$ cat src/rtl/rob_pkg.sv
package rob_pkg;
  typedef enum logic [2:0] {
    ST_EMPTY = 3'd0,
    ST_WAIT  = 3'd1,
    ST_DISP  = 3'd2,
    ST_KILL  = 3'd3,
    ST_DONE  = 3'd4
  } rob_state_e;
endpackage

$ cat src/rtl/rob_ptrs.sv
// Head/tail pointers with wrap bit; DEPTH must be a power of two.
module rob_ptrs #(
  parameter int DEPTH = 8,
  localparam int AW = $clog2(DEPTH)
) (
  input  logic          clk,
  input  logic          rst,
  input  logic          inc_head,
  input  logic          inc_tail,
  output logic [AW-1:0] head_idx,
  output logic [AW-1:0] tail_idx,
  output logic          full
);
  logic [AW:0] head_q, tail_q;
  logic        empty;

  always_ff @(posedge clk) begin
    if (rst) begin
      head_q <= '0;
      tail_q <= '0;
    end else begin
      if (inc_head) head_q <= head_q + (AW+1)'(1);
      if (inc_tail) tail_q <= tail_q + (AW+1)'(1);
    end
  end

  assign head_idx = head_q[AW-1:0];
  assign tail_idx = tail_q[AW-1:0];
  assign empty    = (head_q == tail_q);
  assign full     = (head_q[AW] != tail_q[AW]) && (head_idx == tail_idx);

  // tail never advances into an occupied slot
  assert_no_overflow_R3: assert property (@(posedge clk) disable iff (rst)
    inc_tail |-> !full);
  // head never advances past the tail
  assert_no_underflow_R10: assert property (@(posedge clk) disable iff (rst)
    inc_head |-> !empty);
endmodule

$ cat src/rtl/rob_pick.sv
// Picks the oldest eligible slot, scanning from the head.
module rob_pick #(
  parameter int DEPTH = 8,
  localparam int AW = $clog2(DEPTH)
) (
  input  logic [AW-1:0]    head_idx,
  input  logic [DEPTH-1:0] ready_vec,
  output logic             found,
  output logic [AW-1:0]    sel
);
  logic [AW-1:0] idx;

  always_comb begin
    found = 1'b0;
    sel   = head_idx;
    idx   = head_idx;
    // scan youngest to oldest so the oldest match is written last
    for (int k = DEPTH-1; k >= 0; k--) begin
      idx = head_idx + AW'(k);
      if (ready_vec[idx]) begin
        found = 1'b1;
        sel   = idx;
      end
    end
  end
endmodule

$ cat src/rtl/rob_core.sv
module rob_core
  import rob_pkg::*;
#(
  parameter int DEPTH = 8,
  parameter int DW    = 16,
  parameter int IW    = 16,
  localparam int TW   = $clog2(DEPTH)
) (
  input  logic          clk,
  input  logic          rst,
  input  logic          ins_valid,
  input  logic [IW-1:0] ins_instr,
  input  logic          ins_a_rdy,
  input  logic [DW-1:0] ins_a_data,
  input  logic [TW-1:0] ins_a_tag,
  input  logic          ins_b_rdy,
  input  logic [DW-1:0] ins_b_data,
  input  logic [TW-1:0] ins_b_tag,
  output logic          ins_ready,
  output logic [TW-1:0] ins_tag,
  input  logic          dsp_req,
  output logic          dsp_valid,
  output logic [TW-1:0] dsp_tag,
  output logic [IW-1:0] dsp_instr,
  output logic [DW-1:0] dsp_a,
  output logic [DW-1:0] dsp_b,
  input  logic          wb_valid,
  input  logic [TW-1:0] wb_tag,
  input  logic [DW-1:0] wb_data,
  input  logic          br_valid,
  input  logic [TW-1:0] br_tag,
  output logic          cmt_valid,
  output logic [TW-1:0] cmt_tag,
  output logic [IW-1:0] cmt_instr,
  output logic [DW-1:0] cmt_data
);
  rob_state_e    st_q   [DEPTH];
  logic [IW-1:0] instr_q[DEPTH];
  logic [DW-1:0] res_q  [DEPTH];
  logic          a_v    [DEPTH];
  logic          b_v    [DEPTH];
  logic [DW-1:0] a_d    [DEPTH];
  logic [DW-1:0] b_d    [DEPTH];
  logic [TW-1:0] a_t    [DEPTH];
  logic [TW-1:0] b_t    [DEPTH];

  logic [TW-1:0]    head_idx, tail_idx, pick_sel;
  logic             full, pick_found;
  logic [DEPTH-1:0] ready_vec, kill_vec;
  logic             ins_fire, wb_hit, dsp_fire, cmt_fire, free_fire;
  rob_state_e       head_st;

  function automatic logic [TW-1:0] age_of(input logic [TW-1:0] idx,
                                           input logic [TW-1:0] hd);
    return idx - hd;
  endfunction

  rob_ptrs #(.DEPTH(DEPTH)) u_ptrs (
    .clk(clk), .rst(rst), .inc_head(free_fire), .inc_tail(ins_fire),
    .head_idx(head_idx), .tail_idx(tail_idx), .full(full)
  );

  rob_pick #(.DEPTH(DEPTH)) u_pick (
    .head_idx(head_idx), .ready_vec(ready_vec),
    .found(pick_found), .sel(pick_sel)
  );

  assign ins_ready = !full;
  assign ins_tag   = tail_idx;
  assign ins_fire  = ins_valid && !full;
  assign wb_hit    = wb_valid && (st_q[wb_tag] == ST_DISP);
  assign dsp_fire  = dsp_req && pick_found && !br_valid;
  assign head_st   = st_q[head_idx];
  assign cmt_fire  = (head_st == ST_DONE);
  assign free_fire = (head_st == ST_DONE) || (head_st == ST_KILL);

  always_comb begin
    for (int i = 0; i < DEPTH; i++) begin
      ready_vec[i] = (st_q[i] == ST_WAIT) && a_v[i] && b_v[i];
      kill_vec[i]  = br_valid && (st_q[i] != ST_EMPTY) &&
                     (age_of(TW'(i), head_idx) > age_of(br_tag, head_idx));
    end
  end

  // entry storage and lifecycle
  always_ff @(posedge clk) begin
    if (rst) begin
      for (int i = 0; i < DEPTH; i++) begin
        st_q[i] <= ST_EMPTY;
        a_v[i]  <= 1'b0;
        b_v[i]  <= 1'b0;
      end
    end else begin
      for (int i = 0; i < DEPTH; i++) begin
        if (ins_fire && tail_idx == TW'(i)) begin
          st_q[i]    <= br_valid ? ST_KILL : ST_WAIT;
          instr_q[i] <= ins_instr;
          a_t[i]     <= ins_a_tag;
          b_t[i]     <= ins_b_tag;
          // same-cycle forward from writeback
          a_v[i] <= ins_a_rdy || (wb_hit && wb_tag == ins_a_tag);
          a_d[i] <= ins_a_rdy ? ins_a_data : wb_data;
          b_v[i] <= ins_b_rdy || (wb_hit && wb_tag == ins_b_tag);
          b_d[i] <= ins_b_rdy ? ins_b_data : wb_data;
        end else begin
          if (dsp_fire && pick_sel == TW'(i)) st_q[i] <= ST_DISP;
          if (wb_hit && wb_tag == TW'(i)) begin
            st_q[i]  <= ST_DONE;
            res_q[i] <= wb_data;
          end
          if (wb_hit && !a_v[i] && a_t[i] == wb_tag) begin
            a_v[i] <= 1'b1;
            a_d[i] <= wb_data;
          end
          if (wb_hit && !b_v[i] && b_t[i] == wb_tag) begin
            b_v[i] <= 1'b1;
            b_d[i] <= wb_data;
          end
          if (kill_vec[i]) st_q[i] <= ST_KILL;
          if (free_fire && head_idx == TW'(i)) st_q[i] <= ST_EMPTY;
        end
      end
    end
  end

  // registered dispatch and commit ports
  always_ff @(posedge clk) begin
    if (rst) begin
      dsp_valid <= 1'b0;
      cmt_valid <= 1'b0;
    end else begin
      dsp_valid <= dsp_fire;
      cmt_valid <= cmt_fire;
    end
    if (dsp_fire) begin
      dsp_tag   <= pick_sel;
      dsp_instr <= instr_q[pick_sel];
      dsp_a     <= a_d[pick_sel];
      dsp_b     <= b_d[pick_sel];
    end
    if (cmt_fire) begin
      cmt_tag   <= head_idx;
      cmt_instr <= instr_q[head_idx];
      cmt_data  <= res_q[head_idx];
    end
  end

  // only an eligible entry is chosen, and it becomes dispatched
  assert_dispatch_eligible_R4: assert property (@(posedge clk) disable iff (rst)
    dsp_fire |-> (st_q[pick_sel] == ST_WAIT) && a_v[pick_sel] && b_v[pick_sel]);
  assert_dispatch_marked_R4: assert property (@(posedge clk) disable iff (rst)
    dsp_fire |=> dsp_valid && st_q[$past(pick_sel)] == ST_DISP);
  // accepted writeback completes the producer
  assert_writeback_done_R5: assert property (@(posedge clk) disable iff (rst)
    (wb_hit && !br_valid) |=> st_q[$past(wb_tag)] == ST_DONE);
  // a done head retires on the next cycle
  assert_commit_head_R7: assert property (@(posedge clk) disable iff (rst)
    (head_st == ST_DONE) |=> cmt_valid && cmt_tag == $past(head_idx));
  // killed head frees silently, killed entry ignores writeback
  assert_kill_no_commit_R9: assert property (@(posedge clk) disable iff (rst)
    (head_st == ST_KILL) |=> !cmt_valid);
  assert_kill_ignores_wb_R9: assert property (@(posedge clk) disable iff (rst)
    (wb_valid && st_q[wb_tag] == ST_KILL) |=> st_q[$past(wb_tag)] != ST_DONE);
endmodule

$ cat config.mk
export PLATFORM = sky130hd
export DESIGN_NAME = rob_core
export DESIGN_NICKNAME = d
export VERILOG_FILES = /design/src/rtl/rob_pkg.sv /design/src/rtl/rob_ptrs.sv /design/src/rtl/rob_pick.sv /design/src/rtl/rob_core.sv
export SDC_FILE = /design/constraint.sdc
export NUM_CORES = 1
export LEC_CHECK = 0
export ABC_AREA = 0
export ABC_CLOCK_PERIOD_IN_PS = 12300
export BUFFER_PORTS_ARGS = -buffer_cell sky130_fd_sc_hd__buf_4
export CELL_PAD_IN_SITES_DETAIL_PLACEMENT = 1
export CELL_PAD_IN_SITES_GLOBAL_PLACEMENT = 1
export CORE_ASPECT_RATIO = 0.5
export CORE_MARGIN = 8
export CORE_UTILIZATION = 30
export CTS_CLUSTER_SIZE = 16
export DETAILED_ROUTE_END_ITERATION = 10
export PLACE_DENSITY = 0.5
export SETUP_SLACK_MARGIN = 0.2
export SYNTH_ARGS = -nofsm -noshare
export SYNTH_HDL_FRONTEND = slang
export SYNTH_SLANG_ARGS = --single-unit
$ cat constraint.sdc
create_clock -name clk -period 12.3 [get_ports clk]
set_clock_uncertainty 0.1 [all_clocks]
set_input_delay 1.23 -clock clk [delete_from_list [all_inputs] [get_ports clk]]
set_output_delay 1.23 -clock clk [all_outputs]
set_load 0.01 [all_outputs]
==> results of run 1 <==
power by group:
group	leakage, nW	total (mW)	switching, mW	internal (mW)
Clock	1.09	2.16	0.985	1.17
Sequential	6.37	3.00	0.130	2.87
Combinational	5.88	2.52	1.38	1.14
layout make-up:
class	instances	area, um2
Inverter	28	114
Tap cell	1513	1890
Sequential cell	699	20900
Antenna cell	3	7.51
Timing Repair Buffer	229	1720
Multi-Input combinational cell	1344	12500
Clock buffer	87	1900
Fill cell	11600	73200
Clock inverter	42	318
flip-flops by register name, summed over array words and instances, names as in the netlist, 24 cells and up, named ones only:
signal	count
st_q	24
instr_q	128
a_t	24
b_t	24
a_d	128
b_d	128
res_q	128
cells in the final DEF (no fill, tap or decap), drive strengths merged, types with 34 or more instances in the layout:
cell / count
a21oi: 50
buf: 229
clkbuf: 87
clkinv: 37
edfxtp: 686
mux2: 340
mux2i: 294
mux4: 81
nand2: 162
nor2: 49
nor3: 34
o21ai: 34
xor2: 52
per-stage QoR:
stage / total power [mW] / instances / area, um2 / worst slack, ns
2_1_floorplan: 4.90 / 2205 / 34000 / 6.71
3_3_place_gp: 5.61 / 3813 / 37100 / 5.35
3_5_place_dp: 5.63 / 3813 / 37100 / 5.34
4_1_cts: 7.81 / 3942 / 39300 / 5.33
5_1_grt: 8.04 / 3945 / 39300 / 4.94
6_report: 7.67 / 3945 / 39300 / 5.45
how the worst max path moves through the flow:
stage | to | slack [ns] | cells after the start
4_1_cts | dsp_b[12]$_DFFE_PN_ | 5.33 | 13
3_5_place_dp | dsp_b[12]$_DFFE_PN_ | 5.34 | 13
5_1_grt | dsp_b[12]$_DFFE_PN_ | 4.94 | 14
3_3_place_gp | dsp_b[12]$_DFFE_PN_ | 5.35 | 13
2_1_floorplan | st_q[2][0]$_SDFFCE_PP0P_ | 6.71 | 14
6_report | dsp_b[12]$_DFFE_PN_ | 5.45 | 14
per-layer routing:
layer	GRT usage, %	vias up
met5	0	-
met1	22.4	10600
met2	27.8	321
li1	-	8928
met4	4.19	2
met3	2.64	125
worst max-delay path, stage by stage, from the launching register on:
cell,delay (ns)
dfxtp_4,0.85
inv_2,0.42
ha_1,0.94
inv_1,0.47
nor3_1,0.30
a21oi_1,0.06
mux4_2,0.51
nand2b_1,0.11
o211a_1,0.18
o21ai_4,0.14
inv_8,0.68
buf_4,0.94
mux2i_1,0.28
mux2i_1,0.13
mux2_2,0.33
logic make-up after synthesis:
group                      share of synthesized area, %
muxes                                              25.3
adders and majority gates                          1.13
xor gates and xnor gates                           1.70
buffers and inverters                              2.34
and+or+nand+nor                                    5.43
DFF                                                61.3
AOI/OAI and AO/OA                                  2.84
==> summary.txt, run 1 <==
Status - finished, final reports clean
Max_slew headroom - 29.4%
Synth Register Bits - 699
DRT antenna net count - 0
Vias per Instance - 5.06
Post-synth EDFFs - 686
CTS Sinks - 699
Initial antenna violation count - 4
R2r worst-path depth - 14
First-pass GRT wire length - 152,000 um
Final core area utilization - 34.9%
Layout overhead on the synthesized area - 15.5%
Placement Rows - 87
Worst-path maximum fanout - 87
Main area contributors after synthesis - edfxtp_1 61%, mux2_2 11%, mux2i_1 8.6%
Synthesized area per cell - 15.4 um2
WP data required - 12.60 ns
Final Hold Fails - 0
Max VDD drop - 0.268 mV
GRT Total Usage - 16.5%
Met2 Routed Length - 50,500 um
RR Endpoint - dsp_b[12]$_DFFE_PN_
Cell depth of the worst hold path - 2
GRT Residual Overflow - 0
Worst-Margin Slew - 1.06 ns
HPWL after DPL - 64,400 um
CP Launch Point - u_ptrs.head_q[0]$_SDFFE_PP0P_
Max Freq - 146 MHz
Nets - 2,489
Layout cell share with drive strength beyond 1 - 32.4%
Maximum buffer depth of the clock tree - 3
Yosys warning count - 0
Min-delay src - u_ptrs.tail_q[3]$_SDFFE_PP0P_
Commonest cells in the netlist - 686 x edfxtp_1, 340 x mux2_2, 294 x mux2i_1
Sum of routed wire length over all layers - 106,000 um
Final setup viols - 0
Remaining DRCs - 0
Num CTS Buffers - 73
WL/cell - 26.8 um
Asr flop ratio synth - 0%
CTS Root Cell - clkbuf_16
CTS tree - yes
Pleak - 13.3 nW
End of the worst hold path - u_ptrs.tail_q[3]$_SDFFE_PP0P_
Met3 routed WL - 3230 um
Crit path kind - flop to flop
Mapped Cells - 2,205
Die height - 254 um
Die ar. - 0.125 mm2
Fin crit share - 55.7%
Min Hold Slack - 0.434 ns
Seq/Total Area, Yosys - 61.3%
Synthesized area - 0.0340 mm2
Largest area contributor in the synthesized netlist - edfxtp_1
Share of the synthesized area in the top cell type - 60.5%
Max Used Layer - met5
Worst Hold Class - flop to flop
Die Wd - 492 um
Clk Latency, worst-skew pair - 0.67 ns
Minimum clock period - 6.85 ns
Startpoint types - flop
RSZ-0062 raised after global routing - no
I/O Pins - 176
Main flop type after synthesis - edfxtp_1
GP Congestion - 0.806
Critical path endpoint category - flop
CTS Hold Buffers Added - 0
Vias in the first global route - 21,000
Final TNS setup - 0 ns
First DRT Iteration DRCs - 1,204
Slew Limit Fails - 0
Pre-antenna DRT Iters - 5
Setup bufs post-CTS - 0
Largest net degree at the start of global routing - 88
Most common cell in the netlist - edfxtp_1
R2r setup slk - 5.45 ns
H-tree levels - 3
Arr. time, crit path - 7.15 ns
Clock slew at reported path FFs - 0.06 ns
Post_cts resized - 0
M1 wire length - 49,600 um
Initial Util - 30.2%
Synthesized Nets - 2,319
Core area - 0.113 mm2
Max-cap violations - 0
Via count - 20,000
Power density over the cells - 195 mW/mm2
Count of input and output buffers - 175
Reg2reg start - u_ptrs.head_q[0]$_SDFFE_PP0P_
Synth unique cells - 68
(Power assumes the default switching activity.)
==> inputs of run 2 (changes only) <==
--- a/config.mk
+++ b/config.mk
@@ -6,7 +6,7 @@
 export NUM_CORES = 1
 export LEC_CHECK = 0
 export ABC_AREA = 0
-export ABC_CLOCK_PERIOD_IN_PS = 12300
+export ABC_CLOCK_PERIOD_IN_PS = 6800
 export BUFFER_PORTS_ARGS = -buffer_cell sky130_fd_sc_hd__buf_4
 export CELL_PAD_IN_SITES_DETAIL_PLACEMENT = 1
 export CELL_PAD_IN_SITES_GLOBAL_PLACEMENT = 1
==> constraint.sdc (replaced) <==
create_clock -name clk -period 6.8 [get_ports clk]
set_clock_uncertainty 0.1 [all_clocks]
set_input_delay 0.68 -clock clk [delete_from_list [all_inputs] [get_ports clk]]
set_output_delay 0.68 -clock clk [all_outputs]
set_load 0.01 [all_outputs]
==> summary.txt, run 2 (synthesized netlist as in run 1, its figures left out) <==
Status - finished, final reports clean
Count of input and output buffers - 175 (unchanged)
Largest net degree at the start of global routing - 78 (-11%)
Post_cts resized - 0 (unchanged)
CTS Sinks - 699 (unchanged)
Max_slew headroom - 27.2% (-2.3 points)
Initial Util - 30.2% (unchanged)
Slew Limit Fails - 0 (unchanged)
Power density over the cells - 357 mW/mm2 (+83%)
Sum of routed wire length over all layers - 103,000 um (-2.1%)
Crit path kind - flop to flop
Total power - 14.2 mW (+85%)
First-pass GRT wire length - 150,000 um (-1.2%)
Setup bufs post-CTS - 0 (unchanged)
Clk Latency, worst-skew pair - 0.65 ns (-0.02 ns)
Pleak - 13.5 nW (+1.1%)
Most frequent cells in the layout - 686 x edfxtp_1, 340 x mux2_2, 294 x mux2i_1
Worst-path maximum fanout - 77 (-11%)
Met2 Routed Length - 48,800 um (-3.4%)
Die ar. - 0.125 mm2 (unchanged)
GRT Total Usage - 16.2% (-0.35 points)
Fin crit share - 78.7% (+23 points)
Max Used Layer - met4
Final setup viols - 0 (unchanged)
CTS Root Cell - clkbuf_16
Sw Pwr - 4.47 mW (+79%)
Fin area - 0.0396 mm2 (+0.79%)
Clock network power share - 29.3% (+1.2 points)
Crit path to - dsp_b[15]$_DFFE_PN_
Core area - 0.113 mm2 (unchanged)
Via count - 19,700 (-1.3%)
Worst Hold Class - input port to flop
Num CTS Buffers - 73 (unchanged)
Vias per Instance - 4.98 (-1.6%)
WL/cell - 26.1 um (-2.4%)
Max-cap violations - 0 (unchanged)
Worst-Margin Slew - 1.09 ns (+0.0315 ns)
Die height - 254 um (unchanged)
R2r worst-path depth - 15 (+1)
Pre-antenna DRT Iters - 5 (unchanged)
R2r setup slk - 1.45 ns (-4.00 ns)
DRT antenna net count - 0 (unchanged)
Minimum clock period - 5.35 ns (-1.50 ns)
HPWL after DPL - 64,800 um (+0.71%)
I/O Pins - 176 (unchanged)
P_int - 9.69 mW (+87%)
Clock slew at reported path FFs - 0.06 ns (about the same)
Commonest non-fill, non-tap cell in the layout - edfxtp_1
CTS tree - yes
Min Hold Slack - 0.167 ns (-0.268 ns)
Initial antenna violation count - 2 (-2)
Startpoint types - flop
Layout overhead on the synthesized area - 16.4%
Reg2reg start - u_ptrs.head_q[1]$_SDFFE_PP0P_
Die Wd - 492 um (unchanged)
WP data required - 7.09 ns (-5.51 ns)
Area post-placement - 0.0372 mm2 (+0.32%)
Maximum buffer depth of the clock tree - 3 (unchanged)
CTS Hold Buffers Added - 0 (unchanged)
Critical path endpoint category - flop
RSZ-0062 raised after global routing - no
Layout cell share with drive strength beyond 1 - 32.8% (+0.43 points)
Max VDD drop - 0.317 mV (+18%)
Max Freq - 187 MHz (+28%)
Arr. time, crit path - 5.64 ns (-1.51 ns)
Sw Share - 31.6% (-0.96 points)
Met3 routed WL - 3390 um (+5.1%)
CP Launch Point - u_ptrs.head_q[1]$_SDFFE_PP0P_
Final core area utilization - 35.2% (+0.27 points)
M1 wire length - 49,300 um (-0.69%)
Final TNS setup - 0 ns (unchanged)
Final Hold Fails - 0 (unchanged)
Remaining DRCs - 0 (unchanged)
GP Congestion - 0.815 (+1.1%)
Vias in the first global route - 21,200 (+0.70%)
H-tree levels - 3 (unchanged)
Combinational Power Share - 32.6% (-0.2 points)
RR Endpoint - dsp_b[15]$_DFFE_PN_
Sequential Power Share - 38.1% (-1.0 points)
First DRT Iteration DRCs - 1,109 (-7.9%)
Placement Rows - 87 (unchanged)
Nets - 2,499 (+0.40%)
GRT Residual Overflow - 0 (unchanged)
-- run 2: changes by cell type in the layout (fill, tap and decap cells not counted), moves of 2 or more --
cell        previous run  this run
buf_12                 0         4
buf_4                229       235
bufinv_16              3         9
clkbuf_1              13        20
clkinv_1              20        12
clkinv_2              14        11
clkinvlp_4             1         3
inv_16                 0         2
inv_6                  2         0
-- run 2: worst min-delay path by stage --
stage | cells after the start | slack, ns | to | startpoint
global route | 1 | 0.12 | instr_q[4][9]$_DFFE_PP_ | ins_instr[9]
global placement | 2 | 0.41 | u_ptrs.tail_q[3]$_SDFFE_PP0P_ | u_ptrs.tail_q[3]$_SDFFE_PP0P_
finish | 1 | 0.17 | instr_q[4][9]$_DFFE_PP_ | ins_instr[9]
CTS | 1 | 0.11 | instr_q[4][9]$_DFFE_PP_ | ins_instr[9]
detailed placement | 2 | 0.44 | u_ptrs.head_q[3]$_SDFFE_PP0P_ | u_ptrs.head_q[3]$_SDFFE_PP0P_
floorplan | 0 | 0.36 | cmt_tag[0]$_DFFE_PP_ | u_ptrs.head_q[0]$_SDFFE_PP0P_
-- run 2: layout make-up --
cell class,count,area [um2]
Fill cell,11500,72900
Sequential cell,699,20900
Antenna cell,2,5.00
Multi-Input combinational cell,1344,12500
Clock buffer,95,1950
Tap cell,1513,1890
Clock inverter,38,460
Inverter,28,114
Timing Repair Buffer,239,1840
-- run 2: power groups by stage --
stage | sequential, mW | combinational, mW | clock [mW]
2_1_floorplan | 5.46 | 3.41 | 0
3_3_place_gp | 5.50 | 4.67 | 0
3_5_place_dp | 5.50 | 4.71 | 0
4_1_cts | 5.41 | 4.73 | 4.28
5_1_grt | 5.43 | 5.01 | 4.41
6_report | 5.39 | 4.62 | 4.15
-- run 2: layer usage --
| metal | vias up | track usage [%] |
|---|---|---|
| met5 | - | 0 |
| met4 | 0 | 3.39 |
| met3 | 123 | 2.68 |
| met2 | 292 | 26.9 |
| met1 | 10300 | 22.4 |
| li1 | 8964 | - |
-- run 2: stage by stage --
| stage | cells | worst slack (ns) |
|---|---|---|
| 6_report | 3958 | 1.45 |
| 5_1_grt | 3958 | 1.06 |
| 4_1_cts | 3956 | 1.38 |
| 3_5_place_dp | 3823 | 1.40 |
| 3_3_place_gp | 3823 | 1.45 |
| 2_1_floorplan | 2205 | 1.21 |
-- run 2: worst max-delay path: stages, from the launching register on --
cell	delay (ns)
dfxtp_4	0.78
inv_1	0.14
ha_1	0.44
buf_4	0.26
or2_1	0.24
o22a_1	0.24
mux4_2	0.54
a211oi_1	0.26
a21oi_1	0.07
o211a_1	0.31
o21ai_4	0.36
inv_8	0.32
buf_4	0.37
mux2i_1	0.20
mux2i_1	0.10
mux2_2	0.28
==> inputs of run 3 (changes only) <==
--- a/config.mk
+++ b/config.mk
@@ -5,8 +5,8 @@
 export SDC_FILE = /design/constraint.sdc
 export NUM_CORES = 1
 export LEC_CHECK = 0
-export ABC_AREA = 0
-export ABC_CLOCK_PERIOD_IN_PS = 6800
+export ABC_AREA = 1
+export ABC_CLOCK_PERIOD_IN_PS = 5000
 export BUFFER_PORTS_ARGS = -buffer_cell sky130_fd_sc_hd__buf_4
 export CELL_PAD_IN_SITES_DETAIL_PLACEMENT = 1
 export CELL_PAD_IN_SITES_GLOBAL_PLACEMENT = 1
@@ -15,7 +15,7 @@
 export CORE_UTILIZATION = 30
 export CTS_CLUSTER_SIZE = 16
 export DETAILED_ROUTE_END_ITERATION = 10
-export PLACE_DENSITY = 0.5
+export PLACE_DENSITY = 0.53
 export SETUP_SLACK_MARGIN = 0.2
 export SYNTH_ARGS = -nofsm -noshare
 export SYNTH_HDL_FRONTEND = slang
==> constraint.sdc (replaced) <==
create_clock -name clk -period 5 [get_ports clk]
set_clock_uncertainty 0.1 [all_clocks]
set_input_delay 0.5 -clock clk [delete_from_list [all_inputs] [get_ports clk]]
set_output_delay 0.5 -clock clk [all_outputs]
set_load 0.01 [all_outputs]
==> summary.txt, run 3 <==
I/O Pins - 176 (unchanged)
Core area - 0.110 mm2 (-2.6%)
Most common cell in the netlist - nand2_1
Crit path kind - flop to flop
Commonest cells in the netlist - 1,026 x nand2_1, 686 x edfxtp_1, 483 x o21ai_0
Minimum clock period - 4.39 ns (-0.956 ns)
Yosys warning count - 0 (unchanged)
Placement Rows - 86 (-1.1%)
GRT Residual Overflow - 0 (unchanged)
DRT antenna net count - 0 (unchanged)
H-tree levels - 3 (unchanged)
WP data required - 5.25 ns (-1.84 ns)
WL/cell - 24.2 um (-7.3%)
Synth unique cells - 49 (-28%)
Mapped Cells - 3,376 (+53%)
Total power - 24.9 mW (+76%)
CTS tree - yes
GRT Total Usage - 19.7% (+3.5 points)
Worst-path maximum fanout - 124 (+61%)
Post-route setup slack - 0.606 ns (-0.844 ns)
Die height - 251 um (-1.4%)
Max_slew headroom - 24.2% (-2.9 points)
Arr. time, crit path - 4.65 ns (-0.99 ns)
Seq/Total Area, Yosys - 63.1% (+1.8 points)
Post-synth EDFFs - 686 (unchanged)
Max incr delay on CP - 0.63 ns (-0.15 ns)
Max VDD drop - 0.703 mV (+120%)
Most frequent cells in the layout - 1,025 x nand2_1, 686 x edfxtp_1, 483 x o21ai_0
Synth Register Bits - 699 (unchanged)
Power density over the cells - 642 mW/mm2 (+80%)
Critical path endpoint category - flop
Startpoint types - flop
Main flop type after synthesis - edfxtp_1
Slew Limit Fails - 0 (unchanged)
Initial Util - 30.1% (-0.090 points)
Critical-path top delay cell - a2111oi_1
Initial antenna violation count - 4 (+2)
Min Hold Slack - 0.0521 ns (-0.115 ns)
Setup bufs post-CTS - 0 (unchanged)
Vias in the first global route - 27,000 (+27%)
Max Freq - 228 MHz (+22%)
GP Congestion - 0.897 (+10%)
Status - finished, final reports clean
First DRT Iteration DRCs - 1,791 (+61%)
Maximum buffer depth of the clock tree - 3 (unchanged)
Remaining DRCs - 0 (unchanged)
Pleak - 15.1 nW (+12%)
Die Wd - 485 um (-1.4%)
Max-cap violations - 0 (unchanged)
Layout overhead on the synthesized area - 17.3%
Cells along the critical path - buf_12, ha_1, inv_1, fa_1, xnor2_1, xor2_1, ha_1, nor3b_1, a2111oi_1, nand2_1, inv_1, nor2_1, nand2_1
Clock slew at reported path FFs - 0.07 ns (about the same)
Crit path buf inv count - 3 (-1)
Clk Latency, worst-skew pair - 0.66 ns (about the same)
Final Hold Fails - 0 (unchanged)
Largest area contributor in the synthesized netlist - edfxtp_1
Share of the synthesized area in the top cell type - 62.3% (+1.8 points)
Nets - 3,663 (+47%)
Final TNS setup - 0 ns (unchanged)
Synthesized area - 0.0330 mm2 (-2.9%)
Largest net degree at the start of global routing - 125 (+60%)
Fin crit share - 87.9% (+9.2 points)
Pre-antenna DRT Iters - 5 (unchanged)
Via count - 26,000 (+32%)
Commonest non-fill, non-tap cell in the layout - nand2_1
Synthesized Nets - 3,490 (+50%)
RSZ-0062 raised after global routing - yes
CTS Sinks - 699 (unchanged)
Final setup viols - 0 (unchanged)
Num CTS Buffers - 73 (unchanged)
Worst-Margin Slew - 1.14 ns (+0.0450 ns)
Sum of routed wire length over all layers - 123,000 um (+18%)
Worst Hold Class - input port to flop
Synthesized area per cell - 9.79 um2 (-37%)
Vias per Instance - 5.13 (+3.2%)
Die ar. - 0.122 mm2 (-2.7%)
CTS Root Cell - clkbuf_16
Top delay family on crit path - adder cells
HPWL after DPL - 77,600 um (+20%)
Diode count - 0 (-2)
Asr flop ratio synth - 0% (unchanged)
Main area contributors after synthesis - edfxtp_1 62%, nand2_1 12%, o21ai_0 7.3%
Place WS - 0.149 ns (-1.25 ns)
First-pass GRT wire length - 181,000 um (+20%)
Count of input and output buffers - 175 (unchanged)
Layout cell share with drive strength beyond 1 - 11.9% (-21 points)
run 3: final timing paths:
path / from / endpoint / slack (ns) / depth (start not counted)
worst max-delay path: u_ptrs.head_q[0]$_SDFFE_PP0P_ / st_q[6][1]$_SDFFCE_PP0P_ / 0.61 / 13
worst min-delay path: ins_a_tag[1] / a_t[1][10]$_DFFE_PP_ / 0.05 / 1
worst max register to register: u_ptrs.head_q[0]$_SDFFE_PP0P_ / st_q[6][1]$_SDFFCE_PP0P_ / 0.61 / 13
worst min register to register: u_ptrs.head_q[3]$_SDFFE_PP0P_ / u_ptrs.head_q[3]$_SDFFE_PP0P_ / 0.38 / 2
run 3: report_power, final:
group / internal (mW) / switching, mW / leakage [nW]
Sequential: 7.44 / 0.320 / 6.37
Combinational: 3.28 / 8.36 / 7.60
Clock: 3.08 / 2.41 / 1.15
Total: 13.8 / 11.1 / 15.1
run 3: repair_timing:
item	CTS	global route
resized for setup	0	1
setup endpoints to repair	0	4
hold buffers	26	0
endpoints found under the hold margin	182	0
run 3: kinds of logic (layout without fill, tap and decap cells):
group / Yosys count / in the layout / share of synthesized area [%]
adder cells (fa/ha/maj): 30 / 30 / 1.16
buffers and inverters: 406 / 638 / 5.01
XOR/XNOR: 29 / 29 / 0.769
flip-flops: 699 / 699 / 63.1
AND/OR/NAND/NOR: 1533 / 1533 / 19.0
AO/OA/AOI/OAI: 679 / 679 / 10.9
run 3: cell type report:
cell class                      instances  area (um2)
Fill cell                           12300       70900
Tap cell                             1452        1820
Clock buffer                           99        2050
Clock inverter                         35         269
Timing Repair Buffer                  296        2370
Inverter                              208         785
Multi-Input combinational cell       2271       10600
Sequential cell                       699       20900
run 3: metal layers:
layer / wire length [um] / global-route usage, % / part of all wire [%] / vias up
met3: 5140 / 2.84 / 4.2 / 171
met2: 57100 / 32.7 / 47 / 570
met5: 0 / 0 / 0 / -
met1: 57200 / 26.9 / 47 / 13200
met4: 3090 / 5.41 / 2.5 / 0
li1: - / - / - / 12000
run 3: metrics by stage:
stage          area, um2  instances  utilization [%]
4_1_cts            38800       5060             35.4
5_1_grt            38800       5060             35.4
6_report           38800       5060             35.4
3_3_place_gp       36200       4900             33.0
3_5_place_dp       36200       4900             33.0
2_1_floorplan      33100       3376                -
